<file path="config.mk">
export PLATFORM = sky130hd
export DESIGN_NAME = mac_preadd_slice
export DESIGN_NICKNAME = d
export VERILOG_FILES = /design/src/rtl/mac_slice_pkg.sv /design/src/rtl/mac_delay.sv /design/src/rtl/mac_premul.sv /design/src/rtl/mac_postadd.sv /design/src/rtl/mac_preadd_slice.sv
export SDC_FILE = /design/constraint.sdc
export NUM_CORES = 2
export LEC_CHECK = 0
export ABC_AREA = 1
export BUFFER_PORTS_ARGS = -buffer_cell sky130_fd_sc_hd__buf_4
export CORE_ASPECT_RATIO = 1.2
export CORE_MARGIN = 2
export CORE_UTILIZATION = 50
export CTS_CLUSTER_DIAMETER = 80
export DETAILED_ROUTE_END_ITERATION = 10
export PLACE_DENSITY_LB_ADDON = 0.08
export SETUP_SLACK_MARGIN = 0.1
export SYNTH_ARGS = -nofsm -noshare
export SYNTH_HDL_FRONTEND = slang
export SYNTH_SLANG_ARGS = --single-unit
</file>
<file path="constraint.sdc">
create_clock -name clk -period 10.7 [get_ports clk]
set_input_delay 1.605 -clock clk [delete_from_list [all_inputs] [get_ports clk]]
set_output_delay 1.605 -clock clk [all_outputs]
set_load 0.005 [all_outputs]
</file>
<file path="src/rtl/mac_slice_pkg.sv">
package mac_slice_pkg;
  // positions inside the 7-bit staged control word (opmode minus bit 5)
  localparam int CW_POST_SUB = 6;
  localparam int CW_PRE_SUB  = 5;
  localparam int CW_USE_PRE  = 4;

  typedef enum logic [1:0] {
    XS_ZERO = 2'b00,
    XS_PROD = 2'b01,
    XS_PREG = 2'b10,
    XS_CAT  = 2'b11
  } xsel_e;

  typedef enum logic [1:0] {
    ZS_ZERO = 2'b00,
    ZS_CASC = 2'b01,
    ZS_PREG = 2'b10,
    ZS_CIN  = 2'b11
  } zsel_e;
endpackage

</file>
<file path="src/rtl/mac_delay.sv">
module mac_delay #(
  parameter int W     = 18,
  parameter int DEPTH = 1
) (
  input  logic         clk,
  input  logic         rst,
  input  logic [W-1:0] d,
  output logic [W-1:0] q
);
  generate
    if (DEPTH == 0) begin : g_wire
      assign q = d;
    end else begin : g_regs
      logic [W-1:0] stg [DEPTH];
      always_ff @(posedge clk) begin
        if (rst) begin
          for (int i = 0; i < DEPTH; i++) stg[i] <= '0;
        end else begin
          stg[0] <= d;
          for (int i = 1; i < DEPTH; i++) stg[i] <= stg[i-1];
        end
      end
      assign q = stg[DEPTH-1];
    end
  endgenerate
endmodule

</file>
<file path="src/rtl/mac_premul.sv">
module mac_premul #(
  parameter int DW     = 18,
  parameter int B1_REG = 1,
  parameter int M_REG  = 1,
  localparam int MW    = 2 * DW
) (
  input  logic          clk,
  input  logic          rst,
  input  logic [DW-1:0] a_op,
  input  logic [DW-1:0] b_pre,
  input  logic [DW-1:0] d_pre,
  input  logic          pre_sub,
  input  logic          use_pre,
  output logic [DW-1:0] b_mul,
  output logic [MW-1:0] m_q
);
  logic [DW-1:0]        pre_sum;
  logic [DW-1:0]        b_sel;
  logic signed [MW-1:0] mul;

  // pre-adder wraps to the operand width
  assign pre_sum = pre_sub ? (d_pre - b_pre) : (d_pre + b_pre);
  assign b_sel   = use_pre ? pre_sum : b_pre;

  mac_delay #(.W(DW), .DEPTH(B1_REG)) u_b1 (
    .clk(clk), .rst(rst), .d(b_sel), .q(b_mul)
  );

  assign mul = $signed(a_op) * $signed(b_mul);

  mac_delay #(.W(MW), .DEPTH(M_REG)) u_m (
    .clk(clk), .rst(rst), .d(mul), .q(m_q)
  );

  generate
    if (M_REG == 1) begin : g_mchk
      // registered product equals the signed product of the operands one cycle back
      assert_mul_R3: assert property (@(posedge clk) disable iff (rst)
        !$past(rst) |-> ($signed(m_q) == $signed($past(a_op)) * $signed($past(b_mul))));
    end
  endgenerate
endmodule

</file>
<file path="src/rtl/mac_postadd.sv">
module mac_postadd
  import mac_slice_pkg::*;
#(
  parameter int PW = 48,
  parameter int MW = 36
) (
  input  logic          clk,
  input  logic          rst,
  input  logic [1:0]    x_sel,
  input  logic [1:0]    z_sel,
  input  logic          sub,
  input  logic          cin,
  input  logic [MW-1:0] prod,
  input  logic [PW-1:0] cat_op,
  input  logic [PW-1:0] casc,
  input  logic [PW-1:0] c_op,
  output logic [PW-1:0] p_q,
  output logic          co_q
);
  logic [PW-1:0] x_op, z_op;
  logic [PW:0]   x_plus, sum;

  always_comb begin
    case (xsel_e'(x_sel))
      XS_PROD: x_op = {{(PW-MW){prod[MW-1]}}, prod};
      XS_PREG: x_op = p_q;
      XS_CAT:  x_op = cat_op;
      default: x_op = '0;
    endcase
    case (zsel_e'(z_sel))
      ZS_CASC: z_op = casc;
      ZS_PREG: z_op = p_q;
      ZS_CIN:  z_op = c_op;
      default: z_op = '0;
    endcase
  end

  assign x_plus = {1'b0, x_op} + {{PW{1'b0}}, cin};
  assign sum    = sub ? ({1'b0, z_op} - x_plus) : ({1'b0, z_op} + x_plus);

  always_ff @(posedge clk) begin
    if (rst) begin
      p_q  <= '0;
      co_q <= 1'b0;
    end else begin
      p_q  <= sum[PW-1:0];
      co_q <= sum[PW];
    end
  end

  // one cycle after reset the result and carry read zero
  assert_reset_clear_R1: assert property (@(posedge clk) disable iff (rst)
    $past(rst) |-> (p_q == '0 && !co_q));

  // with both operands zero and an add, the result is just the carry-in
  assert_zero_sum_R6: assert property (@(posedge clk) disable iff (rst)
    (!$past(rst) && $past(x_sel == 2'b00 && z_sel == 2'b00 && !sub))
      |-> (p_q == {{(PW-1){1'b0}}, $past(cin)} && !co_q));

  // accumulating zero with no carry leaves the result unchanged
  assert_acc_hold_R8: assert property (@(posedge clk) disable iff (rst)
    (!$past(rst) && $past(x_sel == 2'b00 && z_sel == 2'b10 && !cin))
      |-> ($stable(p_q) && !co_q));
endmodule

</file>
<file path="src/rtl/mac_preadd_slice.sv">
module mac_preadd_slice
  import mac_slice_pkg::*;
#(
  parameter int DW              = 18,
  parameter int PW              = 48,
  parameter int A_STAGES        = 2,
  parameter int B0_REG          = 1,
  parameter int B1_REG          = 1,
  parameter int D_REG           = 1,
  parameter int C_REG           = 1,
  parameter int OP_REG          = 1,
  parameter int CIN_REG         = 1,
  parameter int M_REG           = 1,
  parameter int CARRY_FROM_PORT = 0
) (
  input  logic          clk,
  input  logic          rst,
  input  logic [DW-1:0] a_in,
  input  logic [DW-1:0] b_in,
  input  logic [DW-1:0] d_in,
  input  logic [PW-1:0] c_in,
  input  logic [PW-1:0] pcin,
  input  logic          carry_in,
  input  logic [7:0]    opmode,
  output logic [PW-1:0] p_out,
  output logic [PW-1:0] pcout,
  output logic [2*DW-1:0] prod_out,
  output logic          carry_out
);
  localparam int MW   = 2 * DW;
  localparam int CATD = PW - 2 * DW;

  logic [DW-1:0] a_q, b_q, d_q, b_mul;
  logic [PW-1:0] c_q, p_q;
  logic [6:0]    ctl_d, ctl_q;
  logic          cin_src, cin_q, co_q;
  logic [MW-1:0] m_q;

  // control word without the carry bit, which has its own path
  assign ctl_d   = {opmode[7:6], opmode[4:0]};
  assign cin_src = (CARRY_FROM_PORT != 0) ? carry_in : opmode[5];

  mac_delay #(.W(DW), .DEPTH(A_STAGES)) u_a  (.clk(clk), .rst(rst), .d(a_in),    .q(a_q));
  mac_delay #(.W(DW), .DEPTH(B0_REG))   u_b0 (.clk(clk), .rst(rst), .d(b_in),    .q(b_q));
  mac_delay #(.W(DW), .DEPTH(D_REG))    u_d  (.clk(clk), .rst(rst), .d(d_in),    .q(d_q));
  mac_delay #(.W(PW), .DEPTH(C_REG))    u_c  (.clk(clk), .rst(rst), .d(c_in),    .q(c_q));
  mac_delay #(.W(7),  .DEPTH(OP_REG))   u_op (.clk(clk), .rst(rst), .d(ctl_d),   .q(ctl_q));
  mac_delay #(.W(1),  .DEPTH(CIN_REG))  u_ci (.clk(clk), .rst(rst), .d(cin_src), .q(cin_q));

  mac_premul #(.DW(DW), .B1_REG(B1_REG), .M_REG(M_REG)) u_premul (
    .clk     (clk),
    .rst     (rst),
    .a_op    (a_q),
    .b_pre   (b_q),
    .d_pre   (d_q),
    .pre_sub (ctl_q[CW_PRE_SUB]),
    .use_pre (ctl_q[CW_USE_PRE]),
    .b_mul   (b_mul),
    .m_q     (m_q)
  );

  mac_postadd #(.PW(PW), .MW(MW)) u_post (
    .clk    (clk),
    .rst    (rst),
    .x_sel  (ctl_q[1:0]),
    .z_sel  (ctl_q[3:2]),
    .sub    (ctl_q[CW_POST_SUB]),
    .cin    (cin_q),
    .prod   (m_q),
    .cat_op ({d_q[CATD-1:0], a_q, b_mul}),
    .casc   (pcin),
    .c_op   (c_q),
    .p_q    (p_q),
    .co_q   (co_q)
  );

  assign p_out     = p_q;
  assign pcout     = p_q;
  assign prod_out  = m_q;
  assign carry_out = co_q;
endmodule

</file>
==> flow_metrics.tcl <==
set metrics [dict create \
    status "finished, final reports clean" \
    cts_tree "yes" \
    track_usage_pct 32.2 \
    post-cts-setup-buffer-count 0 \
    synth_flop_cell "dfxtp_1" \
    maxSlewHeadroom_pct 29.4 \
    synth_cell_type_count 50 \
    first_pass_iters 5 \
    insertion_delay_ns 0.60 \
    fin_cells 4981 \
    setup_tns_ns 0 \
    cp.arrival_ns 8.10 \
    cts-resized-gates 0 \
    min_period_ns 7.60 \
    path_clk_slew_ns 0.06 \
    endpoint_kind "flop" \
    crit_start "u_op.g_regs.stg[0][1]" \
    core_area_mm2 0.0562 \
    crit_fanout 78 \
    overflow 0 \
    hold_violations 0 \
    crit_type "reg2reg" \
    drt-total-wl_mm 95.1 \
    grt_antenna_before_repair 1 \
    grt_pass1_wl_mm 145 \
    syn_nets 4718 \
    grt_max_degree 79 \
    vias 25900 \
    max-vdd-ir-drop_mv 0.149 \
    ys_async_sr_fraction_pct 0 \
    cts_num_sinks 231 \
    dp_hpwl_mm 78.8 \
    cts-buffers-inserted 29 \
    drc 0 \
    row_count 95 \
    avgSynthCellArea_um2 7.02 \
    reg2reg_slack_ns 3.10 \
    gp_congestion 0.985 \
    finalSetupViolCount 0 \
    critPathLaunchType "flop" \
    htree_levels 1 \
    die_x_um 222 \
    vias_per_cell 5.20 \
    timing.fmax_mhz 132 \
    fp.dieH_um 266 \
    netlist_instances 4064 \
    fin_skew_ns 0.0218 \
    r2r-end "u_post.p_q[47]" \
    crit_buf_inv 4 \
    io_buffers 292 \
    hold_start "u_a.g_regs.stg[0][13]" \
    reg2regPathDepth 34 \
    postCtsHoldBufs 0 \
    routedWlPerCell_um 19.1 \
    grt_pass1_vias 25600 \
    crit_path_top_delay_cell "clkinv_2" \
    die-area_mm2 0.0590 \
    fin_nets 4885 \
    cp.required_ns 11.20 \
    max_stage_delay_ns 0.66 \
    worst_pin_slew_ns 1.06 \
    rsz0062_at_grt "false" \
    drtIter0Drc 1782 \
    synth_edf_count 0 \
    hold-path-endpoint "u_a.g_regs.stg[0][31]" \
    start_util_pct 50.8 \
    worst_path_most_repeated_cell "nand2_1" \
    ios 294 \
    cts-root-buf "clkbuf_16" \
    syn_area_mm2 0.0285 \
    path_delay_family "simple AND/OR/NAND/NOR gates" \
    leakage_uw 0.0171 \
    p_per_area_mw_per_mm2 139 \
    dp_cells 4927 \
    ant_nets 0 \
    min_path_type "reg2reg" \
    cts_buffer_depth 3 \
    hold_path_depth 2 \
    fin_util_pct 56.7 \
    drive_above_1_share_pct 12.8 \
    reg2reg_from "u_op.g_regs.stg[0][1]" \
    syn_to_final_growth_pct 11.7 \
    maxCapViolations 0 \
    yosys_warnings 0 \
    ys_seq_elements 231 \
    finalMaxSlewViolations 0 \
    min_period_over_period_pct 71.0 \
    ys_seq_area_share_pct 16.2 \
]
stage by stage:
| step | instance area, um^2 | hold slack, ns | total power, uW | setup WS [ns] |
|---|---|---|---|---|
| 2_1_floorplan | 28500 | 0.388 | 2550 | 5.01 |
| 3_3_place_gp | 30900 | 0.389 | 3370 | 3.40 |
| 3_5_place_dp | 30900 | 0.392 | 3370 | 3.30 |
| 4_1_cts | 31900 | 0.401 | 4410 | 3.26 |
| 5_1_grt | 31900 | 0.415 | 4720 | 2.64 |
| 6_report | 31900 | 0.399 | 4420 | 3.10 |
layout by cell type (no fill, tap or decap), drive strengths merged, types with 3 or more instances in the layout:
cell / instances
o31ai: 6
bufinv: 3
o211ai: 9
nor4: 7
o21bai: 13
buf: 330
xor2: 57
xnor2: 29
nand3: 303
a21boi: 10
a31oi: 16
a21oi: 210
o21ai: 143
clkbuf: 35
inv: 848
o21a: 29
nor2: 415
fa: 331
ha: 162
o221ai: 3
dfxtp: 231
nand4: 33
nor3: 15
or2: 11
clkinv: 10
clkinvlp: 5
a21o: 9
nand2: 955
nand3b: 13
final cells by class:
cell class,instances,area [um^2]
multi-input cells,2791,19700
inverters,848,3190
repair buffers,330,2480
well taps,727,910
clock inverters,18,224
fillers,5668,24300
diodes,1,2.50
clock buffers,35,768
flip-flops and latches,231,4630
Yosys cell counts (14+ instances only):
cell type,n,area [um^2]
nor3_1,14,70.1
o21a_1,29,218
nand3_2,30,300
fa_1,331,6630
dfxtp_1,231,4620
xnor2_1,28,245
xor2_1,57,499
inv_2,16,60.1
nand2_2,38,238
buf_1,27,101
buf_2,20,100
nand2_1,916,3440
clkbuf_1,79,297
buf_6,15,169
a21oi_1,210,1050
nor2_4,21,236
nand3_1,273,1370
a31oi_1,16,100
nand4_1,33,206
nor2_2,41,257
inv_1,828,3110
buf_4,53,398
nor2_1,352,1320
ha_1,162,2030
o21ai_0,130,651
per-layer routing:
| layer | global-route usage (%) | share of wire [%] | wire length (um) |
|---|---|---|---|
| met1 | 39.6 | 41 | 38900 |
| met2 | 55.8 | 47 | 45200 |
| met3 | 3.95 | 5.9 | 5610 |
| met4 | 16.0 | 5.7 | 5420 |
| met5 | 0 | 0.012 | 11 |
power breakdown:
part | internal [uW] | switching, uW
sequential | 994 | 283
clock | 593 | 431
combinational | 814 | 1300
total | 2400 | 2010
worst register-to-register path, delay by kind of cell (launching register included):
family | cells | cell delay [ns]
fa+ha+maj | 3 | 1.12
xor+xnor | 2 | 0.37
flops | 1 | 0.31
compound gates | 2 | 0.30
buf+inv | 4 | 1.47
simple gates | 23 | 3.94
cell families (layout without fill, tap and decap cells):
logic type	count (synthesis)	count (layout)	synth area share, %
and+or+nand+nor	1756	1756	27.0
buffers and inverters	1042	1231	14.9
adders and majority gates	493	493	30.3
AOI/OAI and AO/OA	456	456	8.91
DFF	231	231	16.2
xor gates and xnor gates	86	86	2.67
other	0	1	0
worst max path at each step:
stage,endpoint,slack (ns),cells past startpoint
2_1_floorplan,u_premul.u_m.g_regs.stg[0][34],5.01,20
3_3_place_gp,u_post.p_q[47],3.40,34
3_5_place_dp,u_post.p_q[47],3.30,34
4_1_cts,u_post.p_q[47],3.26,34
5_1_grt,u_post.p_q[47],2.64,34
6_report,u_post.p_q[47],3.10,34
sequential cells by signal, indices dropped and copies added (netlist names):
name	count
u_op.g_regs.stg	7
u_c.g_regs.stg	48
u_post.co_q	1
u_b0.g_regs.stg	18
u_premul.u_m.g_regs.stg	36
u_ci.g_regs.stg	1
u_d.g_regs.stg	18
u_a.g_regs.stg	36
u_premul.u_b1.g_regs.stg	18
u_post.p_q	48
(Power assumes the default switching activity.)
